===== config.mk =====
export PLATFORM = sky130hd
export DESIGN_NAME = agent_err_capture
export DESIGN_NICKNAME = d
export VERILOG_FILES = /design/src/rtl/agent_err_pkg.sv /design/src/rtl/agent_err_attr.sv /design/src/rtl/agent_err_log.sv /design/src/rtl/agent_err_regs.sv /design/src/rtl/agent_err_capture.sv
export SDC_FILE = /design/constraint.sdc
export NUM_CORES = 1
export LEC_CHECK = 0
export BUFFER_PORTS_ARGS = -buffer_cell sky130_fd_sc_hd__buf_2
export CAP_MARGIN = 10
export CORE_MARGIN = 2
export CORE_UTILIZATION = 48
export CTS_CLUSTER_SIZE = 28
export DETAILED_ROUTE_END_ITERATION = 10
export PLACE_DENSITY = 0.84
export SLEW_MARGIN = 15
export SYNTH_ARGS = -nofsm -noshare
export SYNTH_HDL_FRONTEND = slang
export SYNTH_SLANG_ARGS = --single-unit

===== constraint.sdc =====
create_clock -name clk -period 4.6 [get_ports clk]
set_clock_uncertainty 0.15 [all_clocks]
set_input_delay 0.92 -clock clk [delete_from_list [all_inputs] [get_ports clk]]
set_output_delay 0.92 -clock clk [all_outputs]
set_load 0.05 [all_outputs]

===== src/rtl/agent_err_pkg.sv =====
package agent_err_pkg;

  localparam int REG_W   = 64;
  localparam int OFS_W   = 10;
  localparam int INFO_W  = 16;
  localparam int ERR_BIT = 24;

  localparam logic [OFS_W-1:0] OFS_STATUS = 10'h028;
  localparam logic [OFS_W-1:0] OFS_LOG    = 10'h058;
  localparam logic [OFS_W-1:0] OFS_ADDR   = 10'h060;

  typedef enum logic [2:0] {
    CMD_IDLE   = 3'd0,
    CMD_WR     = 3'd1,
    CMD_RD     = 3'd2,
    CMD_RD_EX  = 3'd3,
    CMD_RD_LNK = 3'd4,
    CMD_WR_NP  = 3'd5,
    CMD_WR_CND = 3'd6,
    CMD_BCAST  = 3'd7
  } ocp_cmd_e;

  typedef struct packed {
    logic [8:0] info_hi;   // [31:23]
    logic       rsv22;     // [22]
    logic [5:0] master;    // [21:16]
    logic [4:0] rsv15_11;  // [15:11]
    logic [2:0] cmd;       // [10:8]
    logic [3:0] rsv7_4;    // [7:4]
    logic       burst;     // [3]
    logic       perm;      // [2]
    logic       rsv1;      // [1]
    logic       hole;      // [0]
  } err_attr_t;

endpackage


===== src/rtl/agent_err_attr.sv =====
module agent_err_attr
  import agent_err_pkg::*;
#(
  parameter bit HOLE_ONLY = 1'b0
) (
  input  logic [INFO_W-1:0] info,
  input  logic [2:0]        cmd,
  input  logic              burst,
  input  logic              perm,
  input  logic              hole,
  output err_attr_t         attr
);

  generate
    if (HOLE_ONLY) begin : g_hole
      always_comb begin
        attr      = '0;
        attr.hole = 1'b1;
      end
    end else begin : g_full
      always_comb begin
        attr         = '0;
        attr.info_hi = info[INFO_W-1:7];
        attr.master  = info[5:0];
        attr.cmd     = cmd;
        attr.burst   = burst;
        attr.perm    = perm;
        attr.hole    = hole;
      end
    end
  endgenerate

endmodule


===== src/rtl/agent_err_log.sv =====
module agent_err_log
  import agent_err_pkg::*;
#(
  parameter int ADDR_W = 32
) (
  input  logic              clk,
  input  logic              rst,
  input  logic              ev_valid,
  input  err_attr_t         ev_attr,
  input  logic [ADDR_W-1:0] ev_addr,
  input  logic              clr,
  output logic              flag_q,
  output err_attr_t         attr_q,
  output logic [ADDR_W-1:0] addr_q
);

  logic take;
  assign take = ev_valid && (!flag_q || clr);

  always_ff @(posedge clk) begin
    if (rst) begin
      flag_q <= 1'b0;
      attr_q <= '0;
      addr_q <= '0;
    end else if (take) begin
      flag_q <= 1'b1;
      attr_q <= ev_attr;
      addr_q <= ev_addr;
    end else if (clr) begin
      flag_q <= 1'b0;
    end
  end

endmodule


===== src/rtl/agent_err_regs.sv =====
module agent_err_regs
  import agent_err_pkg::*;
#(
  parameter int ADDR_W = 32
) (
  input  logic              clk,
  input  logic              rst,
  input  logic [OFS_W-1:0]  ofs,
  input  logic              wr_en,
  input  logic [REG_W-1:0]  wdata,
  input  logic              flag,
  input  err_attr_t         attr,
  input  logic [ADDR_W-1:0] eaddr,
  output logic              clr,
  output logic [REG_W-1:0]  rdata
);

  localparam int PAD_W = REG_W - ADDR_W;

  assign clr = wr_en && (ofs == OFS_STATUS) && wdata[ERR_BIT];

  logic [REG_W-1:0] rd_next;

  always_comb begin
    rd_next = '0;
    case (ofs)
      OFS_STATUS: rd_next[ERR_BIT] = flag;
      OFS_LOG:    rd_next[31:0]    = attr;
      OFS_ADDR:   rd_next          = {{PAD_W{1'b0}}, eaddr};
      default:    rd_next          = '0;
    endcase
  end

  always_ff @(posedge clk) begin
    if (rst) rdata <= '0;
    else     rdata <= rd_next;
  end

endmodule


===== src/rtl/agent_err_capture.sv =====
module agent_err_capture
  import agent_err_pkg::*;
#(
  parameter int ADDR_W    = 32,
  parameter bit HOLE_ONLY = 1'b0
) (
  input  logic              clk,
  input  logic              rst,
  input  logic              err_valid,
  input  logic [15:0]       err_reqinfo,
  input  logic [2:0]        err_cmd,
  input  logic              err_burst,
  input  logic              err_perm,
  input  logic              err_hole,
  input  logic [ADDR_W-1:0] err_addr,
  input  logic [9:0]        reg_addr,
  input  logic              reg_wr_en,
  input  logic [63:0]       reg_wdata,
  output logic [63:0]       reg_rdata,
  output logic              err_pending
);

  err_attr_t         ev_attr;
  err_attr_t         attr_q;
  logic [ADDR_W-1:0] addr_q;
  logic              flag_q;
  logic              clr_hit;

  agent_err_attr #(.HOLE_ONLY(HOLE_ONLY)) u_attr (
    .info  (err_reqinfo),
    .cmd   (err_cmd),
    .burst (err_burst),
    .perm  (err_perm),
    .hole  (err_hole),
    .attr  (ev_attr)
  );

  agent_err_log #(.ADDR_W(ADDR_W)) u_log (
    .clk      (clk),
    .rst      (rst),
    .ev_valid (err_valid),
    .ev_attr  (ev_attr),
    .ev_addr  (err_addr),
    .clr      (clr_hit),
    .flag_q   (flag_q),
    .attr_q   (attr_q),
    .addr_q   (addr_q)
  );

  agent_err_regs #(.ADDR_W(ADDR_W)) u_regs (
    .clk   (clk),
    .rst   (rst),
    .ofs   (reg_addr),
    .wr_en (reg_wr_en),
    .wdata (reg_wdata),
    .flag  (flag_q),
    .attr  (attr_q),
    .eaddr (addr_q),
    .clr   (clr_hit),
    .rdata (reg_rdata)
  );

  assign err_pending = flag_q;

endmodule


==> results.sh, run 1 <==
export IMPL_status="complete, no violations"
export IMPL_die_area_um2=8230
export IMPL_multi_input_area_um2=1610
export IMPL_synth_area_leaders="dfxtp_1 (48%), a21bo_2 (14%), a21oi_1 (7.6%)"
export IMPL_pwr_share_seq_pct=53.5
export IMPL_place_area_um2=4010
export IMPL_crit_path_end_kind="flop"
export IMPL_comb_power_share_pct=13.3
export IMPL_layout_common_cells="buf_2 (99), dfxtp_1 (86), a21oi_1 (55)"
export IMPL_power_density_nw_per_um2=348
export IMPL_finalCriticalPeriod_ns=2.95
export IMPL_avgRoutedWirePerCell_um=13.7
export IMPL_hold_viol=0
export IMPL_synth_top_area_share_pct=47.7
export IMPL_hold_path_class="reg2reg"
export IMPL_core_um2=7250
export IMPL_cap_violations=0
export IMPL_grt_max_degree=108
export IMPL_num_antenna_cells=0
export IMPL_ctsHoldBuffers=0
export IMPL_setup_viol=0
export IMPL_ant_nets=0
export IMPL_routed_via_count=2896
export IMPL_yosysSeqAreaShare_pct=47.7
export IMPL_fmax_ghz=0.339
export IMPL_intPower_w=0.00105
export IMPL_grt_pass1_wl_um=12300
export IMPL_cp_max_fo=22
export IMPL_grt_overflow=0
export IMPL_synth_area_leader_cell="dfxtp_1"
export IMPL_ys_types=26
export IMPL_clk_pin_slew_ns=0.08
export IMPL_cts_sinks=86
export IMPL_slew_headroom_pct=31.0
export IMPL_switching_share_pct=28.3
export IMPL_fin_util_pct=57.8
export IMPL_via_per_inst=5.12
export IMPL_cts_htree_levels=3
export IMPL_gp_congestion=0.741
export IMPL_cp_required_ns=4.74
export IMPL_pwr_share_clk_pct=33.1
export IMPL_slew_viol_final=0
export IMPL_rsz0062_at_grt="false"
export IMPL_cts_buffers=9
export IMPL_cts_resized=0
export IMPL_grt_pass1_vias=2661
export IMPL_fp_row_count=31
export IMPL_tightestPinTransition_ns=1.04
export IMPL_worstPathArrival_ns=3.09
export IMPL_yosys_warnings=0
export IMPL_cp_start_kind="primary input"
export IMPL_fillers=653
export IMPL_setup_tns_ns=0
export IMPL_io_pins=197
export IMPL_cts_tree="built"
export IMPL_root_buffer="clkbuf_8"
export IMPL_die_width_um=90.7
export IMPL_syn_cell_area_um2=3610
export IMPL_area_delta_synth_final_pct=16.2
export IMPL_crit_slowest_cell="or4_1"
export IMPL_async_reset_ff_share_pct=0
export IMPL_hpwl_um=4980
export IMPL_drc=0
export IMPL_fin_nets=594
export IMPL_post_cts_repair_setup_buffers=0
export IMPL_wl_um=7760
export IMPL_stdcell_area_um2=4190
export IMPL_cts_path_max_buffers=2
export IMPL_synth_ff_type="dfxtp_1"
export IMPL_grtUsageTotal_pct=18.5
export IMPL_fin_crit_sh_pct=64.2
export IMPL_path_class="in2reg"
export IMPL_drive_gt1_share_pct=37.9
export IMPL_ir_worst_vdd_v=0.000153
export IMPL_drt_first_pass_iters=4
export IMPL_clk_latency_ns=0.35
export IMPL_ys_ff_latch=86
export IMPL_p_sw_w=0.000414
export IMPL_antenna_found_initial=0
export IMPL_die_h_um=90.7
export IMPL_io_buffers=100
export IMPL_syn_inst=384
export IMPL_synth_edf_count=0
export IMPL_power_leakage_nw=1.82
export IMPL_avgSynthCellArea_um2=9.40
export IMPL_regArea_um2=1720
export IMPL_max_stage_delay_ns=0.65
export IMPL_final_common_cell="buf_2"
export IMPL_start_util_pct=49.7
export IMPL_drt_iter0_drc=132
export IMPL_cp_cell_sequence="buf_2 -> or4_1 -> nor4b_2 -> buf_4 -> nor2b_1 -> and2_1"
-- critical path, delay by kind of cell --
kind	cells	cell delay, ns
simple gates	4	1.74
buf+inv	2	0.41
-- flip-flops by register name, summed over array words and instances, names as in the netlist --
name / cells
u_log.attr_q: 21
u_log.addr_q: 32
u_log.flag_q: 1
u_regs.rdata: 32
-- area by class of cell --
cell class	instances	area share, %
repair buffers	104	13.0
well taps	99	2.95
inverters	2	0.179
clock buffers	10	3.28
clock inverters	6	1.07
flip-flops and latches	86	41.1
multi-input cells	259	38.5
-- power groups by stage --
stage	clock, W	combinational, W	sequential, W
detailed placement	0	0.000195	0.000800
CTS	0.000499	0.000195	0.000783
finish	0.000484	0.000195	0.000782
global placement	0	0.000191	0.000798
global route	0.000531	0.000210	0.000786
floorplan	0	0.000171	0.000798
-- through the flow --
step                      instances  setup slack [ns]  total power (W)  hold slack (ns)
after detailed placement        550              1.20         0.000995            0.282
after CTS                       566              1.56          0.00148            0.302
after floorplan                 415              1.77         0.000970            0.270
after global placement          550              1.28         0.000989            0.274
after global routing            566              1.40          0.00153            0.321
final                           566              1.65          0.00146            0.299
-- synthesized netlist by cell type, drive strengths merged (2+ instances only) --
library cell  count
nor2             22
dfxtp            86
buf              40
inv               2
and2             11
a21bo            52
nand3            53
a22oi            20
clkbuf           28
a21oi            55
nand3b            2
-- worst paths after layout --
path	start	to	slack (ns)	depth (start not counted)
worst min register to register	u_log.addr_q[7]	u_regs.rdata[7]	0.30	1
worst max register to register	u_log.flag_q	u_log.addr_q[2]	3.14	4
worst max-delay path	reg_addr[7]	u_regs.rdata[6]	1.65	6
worst min-delay path	u_log.addr_q[7]	u_regs.rdata[7]	0.30	1
-- layer usage --
| layer | track usage (%) | wire length (um) | up-vias |
|---|---|---|---|
| met1 | 22.6 | 3360 | 1353 |
| met5 | 0 | 0 | - |
| li1 | - | - | 1430 |
| met3 | 4.67 | 521 | 7 |
| met2 | 31.4 | 3790 | 106 |
| met4 | 6.54 | 83 | 0 |
-- cells by family (layout without fill, tap and decap cells) --
logic type / count (synthesis) / count (layout) / synth area share, %
buf+inv: 70 / 122 / 11.1
other cells: 1 / 32 / 0.104
simple gates: 97 / 97 / 13.7
compound gates: 130 / 130 / 27.3
flops: 86 / 86 / 47.7
No activity file was read; power rests on OpenSTA's default activity.
==> run 2: changes to the inputs <==
CORE_UTILIZATION = 45   (was 48)
PLACE_DENSITY = 0.8   (was 0.84)
clock period = 3 ns   (was 4.6 ns; I/O delays follow)
==> results.sh, run 2 (synthesized netlist as in run 1, its figures left out) <==
export IMPL_place_area_um2=4080
export IMPL_hpwl_um=5060
export IMPL_final_common_cell="buf_2"
export IMPL_layout_common_cells="buf_2 (99), dfxtp_1 (86), a21oi_1 (55)"
export IMPL_drt_first_pass_iters=5
export IMPL_worstHoldStart="u_log.addr_q[15]"
export IMPL_gp_congestion=0.746
export IMPL_io_buffers=100
export IMPL_cp_start_kind="primary input"
export IMPL_setup_viol=0
export IMPL_num_antenna_cells=0
export IMPL_cap_violations=0
export IMPL_slew_viol_final=0
export IMPL_slew_headroom_pct=55.9
export IMPL_hold_depth=1
export IMPL_area_delta_synth_final_pct=18.6
export IMPL_fin_nets=598
export IMPL_grtUsageTotal_pct=17.1
export IMPL_drt_iter0_drc=132
export IMPL_cp_cell_sequence="buf_2 -> or4_1 -> o41ai_4 -> buf_12 -> a21bo_2 -> a21oi_1"
export IMPL_clk_latency_ns=0.35
export IMPL_rr_startpoint="u_log.flag_q"
export IMPL_worstPathArrival_ns=2.49
export IMPL_largest_registers="u_log.addr_q (32), u_regs.rdata (32), u_log.attr_q (21)"
export IMPL_worst_path_buf_inv=2
export IMPL_start_util_pct=46.5
export IMPL_ctsHoldBuffers=0
export IMPL_status="complete, no violations"
export IMPL_crit_start="reg_addr[7]"
export IMPL_grt_max_degree=70
export IMPL_core_um2=7770
export IMPL_finalCriticalPeriod_ns=2.42
export IMPL_grt_overflow=0
export IMPL_drive_gt1_share_pct=38.2
export IMPL_regArea_um2=1720
export IMPL_hold_path_class="reg2reg"
export IMPL_cts_sinks=86
export IMPL_cp_depth=6
export IMPL_cp_max_fo=69
export IMPL_io_pins=197
export IMPL_post_cts_repair_setup_buffers=0
export IMPL_grt_pass1_vias=2485
export IMPL_crit_slowest_cell="or4_1"
export IMPL_max_stage_delay_ns=0.65
export IMPL_fmax_ghz=0.413
export IMPL_root_buffer="clkbuf_8"
export IMPL_die_width_um=93.5
export IMPL_routed_via_count=2874
export IMPL_path_class="in2reg"
export IMPL_rsz0062_at_grt="false"
export IMPL_path_delay_family="compound AO/OA/AOI/OAI gates"
export IMPL_power_density_nw_per_um2=542
export IMPL_fin_crit_sh_pct=80.7
export IMPL_crit_path_end_kind="flop"
export IMPL_tightestPinTransition_ns=0.662
export IMPL_grt_pass1_wl_um=11800
export IMPL_reg2reg_depth=4
export IMPL_fillers=730
export IMPL_die_area_um2=8750
export IMPL_via_per_inst=5.02
export IMPL_clk_pin_slew_ns=0.09
export IMPL_avgRoutedWirePerCell_um=13.4
export IMPL_setup_tns_ns=0
export IMPL_die_h_um=93.5
export IMPL_drc=0
export IMPL_stdcell_area_um2=4280
export IMPL_ir_worst_vdd_v=0.000277
export IMPL_cts_htree_levels=3
export IMPL_wl_um=7700
export IMPL_antenna_found_initial=0
export IMPL_cts_resized=0
export IMPL_power_leakage_nw=1.86
export IMPL_multi_input_area_um2=1610
export IMPL_cts_tree="built"
export IMPL_fp_row_count=32
export IMPL_cts_path_max_buffers=2
export IMPL_hold_viol=0
export IMPL_cts_buffers=9
export IMPL_ant_nets=0
export IMPL_cp_required_ns=3.07
[run 2: cell types whose count changed in the layout (fill, tap and decap cells not counted)]
cell,before,now
buf_12,1,4
clkinv_4,1,0
inv_6,1,2
buf_4,4,5
clkbuf_8,10,9
bufinv_16,0,1
clkbuf_1,0,1
clkinv_2,1,0
[run 2: layer usage]
layer | vias up | global-route usage, % | share of wire (%)
met3 | 11 | 4.67 | 7.1
met5 | - | 0 | 0
li1 | 1437 | - | -
met2 | 95 | 28.2 | 47
met1 | 1331 | 21.6 | 45
met4 | 0 | 5.43 | 1.3
[run 2: layout make-up]
cell class	count	area share, %
tap	102	2.98
inverter	2	0.175
timing repair buffer	108	14.3
multi-input combinational	259	37.7
clock inverter	6	1.64
clock buffer	10	2.98
sequential	86	40.2
[run 2: final timing paths]
| path | to | slack [ns] |
|---|---|---|
| setup reg to reg | u_log.addr_q[11] | 1.62 |
| hold / removal | u_regs.rdata[15] | 0.30 |
| setup / recovery | u_log.addr_q[16] | 0.58 |
| hold reg to reg | u_regs.rdata[15] | 0.30 |
[run 2: metrics by stage]
step / hold slack [ns] / power (W) / cells / util, % / setup WS (ns)
final: 0.299 / 0.00232 / 573 / 55.1 / 0.578
after global routing: 0.314 / 0.00241 / 573 / 55.1 / 0.479
after global placement: 0.276 / 0.00153 / 557 / 52.6 / 0.231
after CTS: 0.301 / 0.00233 / 573 / 55.1 / 0.601
after detailed placement: 0.280 / 0.00153 / 557 / 52.6 / 0.242
after floorplan: 0.270 / 0.00149 / 415 / - / 0.486
[run 2: power by group]
| part | switching (W) | internal, W |
|---|---|---|
| clock | 0.000421 | 0.000391 |
| combinational | 0.000202 | 0.000106 |
| sequential | 0.0000187 | 0.00118 |
